**src/rtl/gpio_eirq_pkg.sv**
```systemverilog
package gpio_eirq_pkg;

    localparam int REG_ADDR_W = 2;

    typedef enum logic [REG_ADDR_W-1:0] {
        REG_RISE_EN = 2'd0,
        REG_FALL_EN = 2'd1,
        REG_STATUS  = 2'd2,
        REG_WAKE_EN = 2'd3
    } reg_sel_t;

    typedef enum logic {
        LVL_LOW  = 1'b0,
        LVL_HIGH = 1'b1
    } lvl_state_t;

endpackage

```
**src/rtl/gpio_eirq_sync.sv**
```systemverilog
module gpio_eirq_sync #(
    parameter int WIDTH  = 28,
    parameter int STAGES = 2
) (
    input  logic             clk,
    input  logic             rst_n,
    input  logic [WIDTH-1:0] d_i,
    output logic [WIDTH-1:0] q_o
);

    logic [WIDTH-1:0] chain_q [STAGES];

    always_ff @(posedge clk or negedge rst_n) begin
        if (!rst_n) begin
            for (int s = 0; s < STAGES; s++) begin
                chain_q[s] <= '0;
            end
        end else begin
            chain_q[0] <= d_i;
            for (int s = 1; s < STAGES; s++) begin
                chain_q[s] <= chain_q[s-1];
            end
        end
    end

    assign q_o = chain_q[STAGES-1];

endmodule

```
**src/rtl/gpio_eirq_edge.sv**
```systemverilog
module gpio_eirq_edge
    import gpio_eirq_pkg::*;
#(
    parameter int WIDTH = 28
) (
    input  logic             clk,
    input  logic             rst_n,
    input  logic [WIDTH-1:0] lvl_i,
    output logic [WIDTH-1:0] rise_o,
    output logic [WIDTH-1:0] fall_o
);

    generate
        for (genvar p = 0; p < WIDTH; p++) begin : g_pin
            lvl_state_t st_q;
            lvl_state_t st_d;
            logic       rise_c;
            logic       fall_c;

            // state register
            always_ff @(posedge clk or negedge rst_n) begin
                if (!rst_n) begin
                    st_q <= LVL_LOW;
                end else begin
                    st_q <= st_d;
                end
            end

            // next state: rise and fall transitions
            always_comb begin
                st_d = st_q;
                unique case (st_q)
                    LVL_LOW:  if (lvl_i[p])  st_d = LVL_HIGH;
                    LVL_HIGH: if (!lvl_i[p]) st_d = LVL_LOW;
                    default:  st_d = LVL_LOW;
                endcase
            end

            // outputs
            always_comb begin
                rise_c = 1'b0;
                fall_c = 1'b0;
                unique case (st_q)
                    LVL_LOW:  rise_c = lvl_i[p];
                    LVL_HIGH: fall_c = !lvl_i[p];
                    default: begin
                        rise_c = 1'b0;
                        fall_c = 1'b0;
                    end
                endcase
            end

            assign rise_o[p] = rise_c;
            assign fall_o[p] = fall_c;
        end
    endgenerate

    // a rise event needs the level to have been low one cycle earlier
    p_rise_from_low_r2: assert property (@(posedge clk) disable iff (!rst_n)
        (rise_o != '0) |-> ((rise_o & $past(lvl_i)) == '0));

    // a fall event needs the level to have been high one cycle earlier
    p_fall_from_high_r3: assert property (@(posedge clk) disable iff (!rst_n)
        (fall_o != '0) |-> ((fall_o & ~$past(lvl_i)) == '0));

endmodule

```
**src/rtl/gpio_eirq_regs.sv**
```systemverilog
module gpio_eirq_regs
    import gpio_eirq_pkg::*;
#(
    parameter int WIDTH = 28
) (
    input  logic                  clk,
    input  logic                  rst_n,
    input  logic                  wr_en_i,
    input  logic [REG_ADDR_W-1:0] wr_addr_i,
    input  logic [WIDTH-1:0]      wr_data_i,
    input  logic [REG_ADDR_W-1:0] rd_addr_i,
    input  logic [WIDTH-1:0]      rise_ev_i,
    input  logic [WIDTH-1:0]      fall_ev_i,
    output logic [WIDTH-1:0]      rd_data_o,
    output logic [WIDTH-1:0]      status_o,
    output logic [WIDTH-1:0]      wake_en_o
);

    logic [WIDTH-1:0] rise_en_q;
    logic [WIDTH-1:0] fall_en_q;
    logic [WIDTH-1:0] wake_en_q;
    logic [WIDTH-1:0] status_q;
    logic [WIDTH-1:0] status_d;
    logic [WIDTH-1:0] hits;
    logic [WIDTH-1:0] clr_mask;
    logic             wr_status;
    reg_sel_t         wr_sel;
    reg_sel_t         rd_sel;

    assign wr_sel    = reg_sel_t'(wr_addr_i);
    assign rd_sel    = reg_sel_t'(rd_addr_i);
    assign wr_status = wr_en_i && (wr_sel == REG_STATUS);

    assign hits     = (rise_ev_i & rise_en_q) | (fall_ev_i & fall_en_q);
    assign clr_mask = wr_status ? wr_data_i : '0;
    // a new event outranks a clear in the same cycle
    assign status_d = (status_q & ~clr_mask) | hits;

    always_ff @(posedge clk or negedge rst_n) begin
        if (!rst_n) begin
            rise_en_q <= '0;
            fall_en_q <= '0;
            wake_en_q <= '0;
        end else if (wr_en_i) begin
            unique case (wr_sel)
                REG_RISE_EN: rise_en_q <= wr_data_i;
                REG_FALL_EN: fall_en_q <= wr_data_i;
                REG_WAKE_EN: wake_en_q <= wr_data_i;
                REG_STATUS:  ;
                default:     ;
            endcase
        end
    end

    always_ff @(posedge clk or negedge rst_n) begin
        if (!rst_n) begin
            status_q <= '0;
        end else begin
            status_q <= status_d;
        end
    end

    always_comb begin
        rd_data_o = '0;
        unique case (rd_sel)
            REG_RISE_EN: rd_data_o = rise_en_q;
            REG_FALL_EN: rd_data_o = fall_en_q;
            REG_STATUS:  rd_data_o = status_q;
            REG_WAKE_EN: rd_data_o = wake_en_q;
            default:     rd_data_o = '0;
        endcase
    end

    assign status_o  = status_q;
    assign wake_en_o = wake_en_q;

    // without a clearing write no flag drops
    p_sticky_r7: assert property (@(posedge clk) disable iff (!rst_n)
        !wr_status |=> ((status_q & $past(status_q)) == $past(status_q)));

    // a flag only appears where an enabled event was seen
    p_no_spurious_r5: assert property (@(posedge clk) disable iff (!rst_n)
        (status_q & ~$past(status_q) & ~$past(hits)) == '0);

    // an event coinciding with a clear still leaves the flag set
    p_edge_wins_r11: assert property (@(posedge clk) disable iff (!rst_n)
        wr_status |=> (($past(hits) & ~status_q) == '0));

endmodule

```
**src/rtl/gpio_eirq_unit.sv**
```systemverilog
module gpio_eirq_unit
    import gpio_eirq_pkg::*;
#(
    parameter int NUM_PINS    = 28,
    parameter int NUM_DIRECT  = 11,
    parameter int SYNC_STAGES = 2
) (
    input  logic                  clk,
    input  logic                  rst_n,
    input  logic [NUM_PINS-1:0]   pin_i,
    input  logic                  wr_en_i,
    input  logic [REG_ADDR_W-1:0] wr_addr_i,
    input  logic [NUM_PINS-1:0]   wr_data_i,
    input  logic [REG_ADDR_W-1:0] rd_addr_i,
    output logic [NUM_PINS-1:0]   rd_data_o,
    output logic [NUM_DIRECT-1:0] irq_direct_o,
    output logic                  irq_summary_o,
    output logic                  wake_o
);

    localparam int NUM_SHARED = NUM_PINS - NUM_DIRECT;

    logic [NUM_PINS-1:0] pin_sync;
    logic [NUM_PINS-1:0] rise_ev;
    logic [NUM_PINS-1:0] fall_ev;
    logic [NUM_PINS-1:0] status;
    logic [NUM_PINS-1:0] wake_en;
    logic [NUM_PINS-1:0] any_ev;

    gpio_eirq_sync #(
        .WIDTH  (NUM_PINS),
        .STAGES (SYNC_STAGES)
    ) u_sync (
        .clk   (clk),
        .rst_n (rst_n),
        .d_i   (pin_i),
        .q_o   (pin_sync)
    );

    gpio_eirq_edge #(
        .WIDTH (NUM_PINS)
    ) u_edge (
        .clk    (clk),
        .rst_n  (rst_n),
        .lvl_i  (pin_sync),
        .rise_o (rise_ev),
        .fall_o (fall_ev)
    );

    gpio_eirq_regs #(
        .WIDTH (NUM_PINS)
    ) u_regs (
        .clk       (clk),
        .rst_n     (rst_n),
        .wr_en_i   (wr_en_i),
        .wr_addr_i (wr_addr_i),
        .wr_data_i (wr_data_i),
        .rd_addr_i (rd_addr_i),
        .rise_ev_i (rise_ev),
        .fall_ev_i (fall_ev),
        .rd_data_o (rd_data_o),
        .status_o  (status),
        .wake_en_o (wake_en)
    );

    generate
        for (genvar d = 0; d < NUM_DIRECT; d++) begin : g_direct
            assign irq_direct_o[d] = status[d];
        end
    endgenerate

    assign irq_summary_o = |status[NUM_PINS-1:NUM_DIRECT];
    assign wake_o        = |(status & wake_en);
    assign any_ev        = rise_ev | fall_ev;

    // a direct request only rises after an event on that same pin
    p_direct_cause_r8: assert property (@(posedge clk) disable iff (!rst_n)
        ((irq_direct_o & ~$past(irq_direct_o) & ~$past(any_ev[NUM_DIRECT-1:0])) == '0));

    // the summary request only rises after an event on a shared pin
    p_summary_cause_r9: assert property (@(posedge clk) disable iff (!rst_n)
        $rose(irq_summary_o) |-> ($past(any_ev[NUM_PINS-1:NUM_DIRECT]) != '0));

    initial begin
        assert (NUM_SHARED > 0);
    end

endmodule

```
**config.mk**
```make
export PLATFORM = sky130hd
export DESIGN_NAME = gpio_eirq_unit
export DESIGN_NICKNAME = d
export VERILOG_FILES = /design/src/rtl/gpio_eirq_pkg.sv /design/src/rtl/gpio_eirq_sync.sv /design/src/rtl/gpio_eirq_edge.sv /design/src/rtl/gpio_eirq_regs.sv /design/src/rtl/gpio_eirq_unit.sv
export SDC_FILE = /design/constraint.sdc
export NUM_CORES = 1
export LEC_CHECK = 0
export ABC_AREA = 0
export BUFFER_PORTS_ARGS = -buffer_cell sky130_fd_sc_hd__buf_2
export CORE_MARGIN = 5
export CORE_UTILIZATION = 43
export DETAILED_ROUTE_END_ITERATION = 10
export GPL_TIMING_DRIVEN = 1
export MAX_ROUTING_LAYER = met4
export PLACE_DENSITY = 0.65
export SLEW_MARGIN = 20
export SYNTH_ARGS = -nofsm -noshare
export SYNTH_HDL_FRONTEND = slang
export SYNTH_SLANG_ARGS = --single-unit
```
**constraint.sdc**
```tcl
create_clock -name clk -period 1.1 [get_ports clk]
set_input_delay 0.055 -clock clk [delete_from_list [all_inputs] [get_ports clk]]
set_output_delay 0.055 -clock clk [all_outputs]
set_load 0.05 [all_outputs]
```
**Word-level counts from Yosys, hierarchy flattened**

Cells that the tools add are included.

- Register bits: 196

- Equality and inequality tests: 6
- Multiplexer cells: 86
- Bitwise gates (word level): 7
- Reductions and logical operators: 36

Operators by type and width:

| cell | number |
|---|---|
| $and A28 B28 Y28 | 4 |
| $pmux W28 S4 | 1 |
| $mux W1 | 84 |
| $or A28 B28 Y28 | 2 |
| $logic_not A1 Y1 | 28 |
| $mux W28 | 1 |
| $not A28 Y28 | 1 |
| $reduce_or A28 Y1 | 1 |
| $reduce_or A17 Y1 | 1 |
| $eq A2 B2 Y1 const B | 4 |
| $reduce_and A2 Y1 | 3 |
| $eq A2 B1 Y1 const B | 2 |
| $logic_not A2 Y1 | 2 |
| $logic_and A1 B1 Y1 | 1 |

**Depth between registers and ports, before layout**

- Word-level depth: 6
- Depth in mapped cells: 5
- Mapped depth without buffers: 3

**Hierarchy**

From an unflattened synthesis, not the netlist that was laid out.

- Cell total of the unflattened synthesis: 583
- Area total of the unflattened synthesis: 8768.4 µm²

By module, submodules not included:

| module | instances | cells each | area each (µm²) | seq. area each (µm²) |
|---|---|---|---|---|
| gpio_eirq_regs | 1 | 334 | 5373.9 | 2802.7 |
| gpio_eirq_edge | 1 | 140 | 1611.5 | 700.7 |
| gpio_eirq_sync | 1 | 84 | 1611.5 | 1401.3 |
| gpio_eirq_unit | 1 | 25 | 171.4 | 0.0 |

**Least setup slack after synthesis**

Ideal clock, no wire load.

- Path type: register -> output
- Start point: register u_regs.status_q[7], in the netlist u_regs.status_o[7]
- End point: output wake_o
- Arrival: 1.418 ns
- Data required time: 1.045 ns
- Setup slack: -0.373 ns
- Stages on the path, launching flop included: 4
- Buffers on the path: 0
- Path through: dfrtp_1 > a22oi_1 > nand4_1 > or4_1

- Longest elaborated chain between the ends: 2

RTL lines:

| item | line | text |
|---|---|---|
| start: declaration | gpio_eirq_regs.sv:22 | `logic [WIDTH-1:0] status_q;` |
| start signal: assignment | gpio_eirq_regs.sv:59 | `status_q <= status_d;` |
| $and A28 B28 Y28 | gpio_eirq_unit.sv:73 | `assign wake_o = \|(status & wake_en);` |
| $reduce_or A28 Y1 | gpio_eirq_unit.sv:73 |  |
| end: declaration | gpio_eirq_unit.sv:18 | `output logic wake_o` |

No other way between the ends.

**Worst setup path after layout**

- Start point: register u_regs.status_q[20], in the netlist u_regs.status_o[20]
- End point: output irq_summary_o

- Longest elaborated chain between the ends: 1

RTL lines:

| item | line | text |
|---|---|---|
| $reduce_or A17 Y1 | gpio_eirq_unit.sv:72 | `assign irq_summary_o = \|status[NUM_PINS-1:NUM_DIRECT];` |
| end: declaration | gpio_eirq_unit.sv:17 | `output logic irq_summary_o,` |

No other way between the ends.

==> impl_metrics.toml <==
[floorplanning]
core_region_area_mm2 = 0.0174
core.rowCount = 48
start_util_pct = 44.0
boundaryPins = 104
die_w_um = 143
design.die.area_mm2 = 0.0205
die_outline_height_um = 143

[timing]
finalHoldViolCount = 0
timing.hold.ws_ns = 0.127
final_max_slew_viol_count = 0
setup_viol = 41
max_slew_margin_pct = 74.3
rsz_0062_raised_after_global_routing = "yes"
timing.final.ws_setup_ns = -0.983
final_period_util_pct = 189
timing.fmax_mhz = 480
fin_worst_skew_ns = 0.0116
fin_crit_ns = 2.08
tightest_slew_ns = 0.385

[logic_synthesis]
avgSynthCellArea_um2 = 13.5
synth.ff_latch_count = 196
synth.yosys.seq_area_share_pct = 64.2
synth_top_cell_by_area = "sky130_fd_sc_hd__dfrtp_1"
ys.warnings.count = 0
post_synth_net_total = 630
postSynthCellCount = 567
synthTopCellsByArea = "sky130_fd_sc_hd__dfrtp_1 (64%), sky130_fd_sc_hd__mux4_2 (8.3%), sky130_fd_sc_hd__o21ai_0 (5.5%), sky130_fd_sc_hd__nand2_1 (4.2%), sky130_fd_sc_hd__mux2_4 (3.9%)"
synth_cell_area_mm2 = 0.00764
post-synth-top-area-fraction_pct = 64.2
yosys.cell_types.count = 25

[setup_path]
critical_path_required_ns = 1.04
critical_path_arrival_ns = 2.03
critical_path.endpoint_type = "primary output"
timing_worst_setup_path_type = "reg -> out"
crit_fanout = 3
setup.worst_path.start_class = "flip-flop"

[place]
preCtsSetupSlack_ns = -0.621
place.detailed.instances = 974
number_of_port_buffers = 103
place_hpwl_um = 13200
globalplace.congestion = 0.810

[routing]
route.vias.total = 5525
final_antenna_net_count = 0
initial_drt_markers = 386
wl_per_cell_um = 18.7
via_per_inst = 5.18
drcViolationCount = 0
detailedRoute.firstPassIterationCount = 5
wl_final_um = 20000

[grt]
grt_pass1_wl_um = 32300
groute.usage.overall_pct = 21.2
grt_pass1_vias = 6086
grt-ovfl-total = 0
grt_max_degree = 43
antenna_found_initial = 0

[final_layout]
share_of_cells_above_drive_strength_1_pct = 38.4
finish.cell_count_without_fillers = 1067
finalNetCount = 893
area_delta_synth_final_pct = 44.5
num-fill-cells = 1284
num_antenna_cells = 0
finish.utilization_pct = 63.6

[clocking]
cts_max_path_buffers = 2
cts_buffers = 17
cts_num_sinks = 196
cts_max_level = 4
worstSkewPairLatency_ns = 0.43
worst_path_clk_slew_ns = 0.07
cts_root_buffer = "sky130_fd_sc_hd__clkbuf_16"
cts_tree = "done"

[min_path]
hold_path_class = "in -> async"

[flow_run]
max_cap_violations = 0

[run_status]
failed_checks = "setup timing"
outcome = "finished with violations"

[power_and_ir_drop]
power-per-cell-area_mw_per_mm2 = 1950
p_leak_nw = 5.00
peakVddDrop_uv = 1190
## power breakdown
part	total (W)	switching (W)	internal (W)
registers	0.00875	0.000654	0.00809
clock network	0.00708	0.00263	0.00445
logic	0.00575	0.00281	0.00294
## registers in the layout, indices dropped and copies added, names as in the netlist
register,cells
u_sync.chain_q,28
u_regs.fall_en_q,28
u_regs.rise_en_q,28
u_regs.wake_en_o,28
u_regs.status_o,28
u_edge.g_pin.st_q,28
u_sync.q_o,28
## layer usage
| metal | vias to the layer above | track usage, % | wire length (um) |
|---|---|---|---|
| met5 | - | - | 0 |
| met4 | 0 | 6.44 | 293 |
| met3 | 23 | 4.13 | 855 |
| met2 | 146 | 34.6 | 10400 |
| met1 | 2828 | 27.0 | 8430 |
| li1 | 2528 | - | - |
## area by class of cell
class / instances / area, um^2 / share of cell area (%)
repair buffers: 278 / 2600 / 23.6
clock buffers: 24 / 522 / 4.73
clock inverters: 7 / 165 / 1.50
multi-input cells: 309 / 2460 / 22.3
well taps: 225 / 282 / 2.55
flip-flops and latches: 196 / 4900 / 44.4
inverters: 28 / 105 / 0.952
## worst paths after layout
kind / startpoint / to / slack [ns] / depth (start not counted)
worst max-delay path: u_regs.status_o[20] / irq_summary_o / -0.98 / 5
worst min-delay path: rst_n / u_regs.rise_en_q[23] / 0.13 / 2
worst max register to register: u_regs.status_o[6] / u_regs.status_o[6] / 0.12 / 4
worst min register to register: u_sync.chain_q[39] / u_sync.q_o[11] / 0.34 / 0
max in group asynchronous: rst_n / u_sync.chain_q[39] / 0.44 / 3
min in group clk: wr_addr_i[1] / u_regs.rise_en_q[23] / 0.22 / 4
## critical path, cell delays in order (launching register included)
cell and delay, ns:
sky130_fd_sc_hd__dfrtp_1 0.40, sky130_fd_sc_hd__buf_6 0.13, sky130_fd_sc_hd__nor4_1 0.26, sky130_fd_sc_hd__nand4_1 0.17, sky130_fd_sc_hd__or4_4 0.46, sky130_fd_sc_hd__buf_6 0.17
## Yosys cell counts
cell                         n
sky130_fd_sc_hd__buf_12      2
sky130_fd_sc_hd__mux2_2      8
sky130_fd_sc_hd__or4_1       2
sky130_fd_sc_hd__buf_6       4
sky130_fd_sc_hd__nand4_1     4
sky130_fd_sc_hd__inv_1      28
sky130_fd_sc_hd__nand3b_2    1
sky130_fd_sc_hd__buf_1       1
sky130_fd_sc_hd__nor2_1      1
sky130_fd_sc_hd__nand3b_1   29
sky130_fd_sc_hd__nand2_1    85
sky130_fd_sc_hd__a22oi_1    13
sky130_fd_sc_hd__nor4_1      3
sky130_fd_sc_hd__buf_4      11
sky130_fd_sc_hd__o211ai_1   28
sky130_fd_sc_hd__buf_2       7
sky130_fd_sc_hd__dfrtp_1   196
sky130_fd_sc_hd__mux2_4     20
sky130_fd_sc_hd__o21ai_0    84
sky130_fd_sc_hd__nand3_1     1
sky130_fd_sc_hd__mux4_2     28
sky130_fd_sc_hd__a22oi_2     1
sky130_fd_sc_hd__nor3b_2     1
sky130_fd_sc_hd__clkbuf_1    8
sky130_fd_sc_hd__clkbuf_2    1
## stage by stage
step | area [um^2] | TNS (ns) | power, W
floorplan | 7660 | -0.447 | 0.0114
global placement | 9210 | -6.65 | 0.0133
detailed placement | 9210 | -7.23 | 0.0135
CTS | 10900 | -19.21 | 0.0215
global route | 11000 | -20.45 | 0.0225
finish | 11000 | -18.87 | 0.0216
## kinds of logic after synthesis
kind of cell / share of synthesized area [%]
mux: 13.4
flops: 64.2
simple gates: 8.22
compound gates: 9.69
buf+inv: 4.54
## timing repair
item	in CTS	in global routing
endpoints found under the hold margin	309	0
resized for setup	135	22
setup buffers	14	10
hold buffers	57	0
endpoints found under the setup margin	41	41
cloned	0	0
pin swaps	1	9
## cells in the final DEF, fill, tap and decap left out, drive strengths merged, types with 4 or more instances in the layout
| master | Yosys | routed |
|---|---|---|
| o21ai | 84 | 84 |
| clkbuf | 9 | 25 |
| dfrtp | 196 | 196 |
| inv | 28 | 28 |
| buf | 25 | 220 |
| mux2 | 28 | 28 |
| bufinv | 0 | 5 |
| nand3b | 30 | 30 |
| nand2 | 85 | 85 |
| a22oi | 14 | 14 |
| nand4 | 4 | 4 |
| mux4 | 28 | 28 |
| dlygate4sd3 | 0 | 57 |
| o211ai | 28 | 28 |
Power figures use the tool's default switching activity.
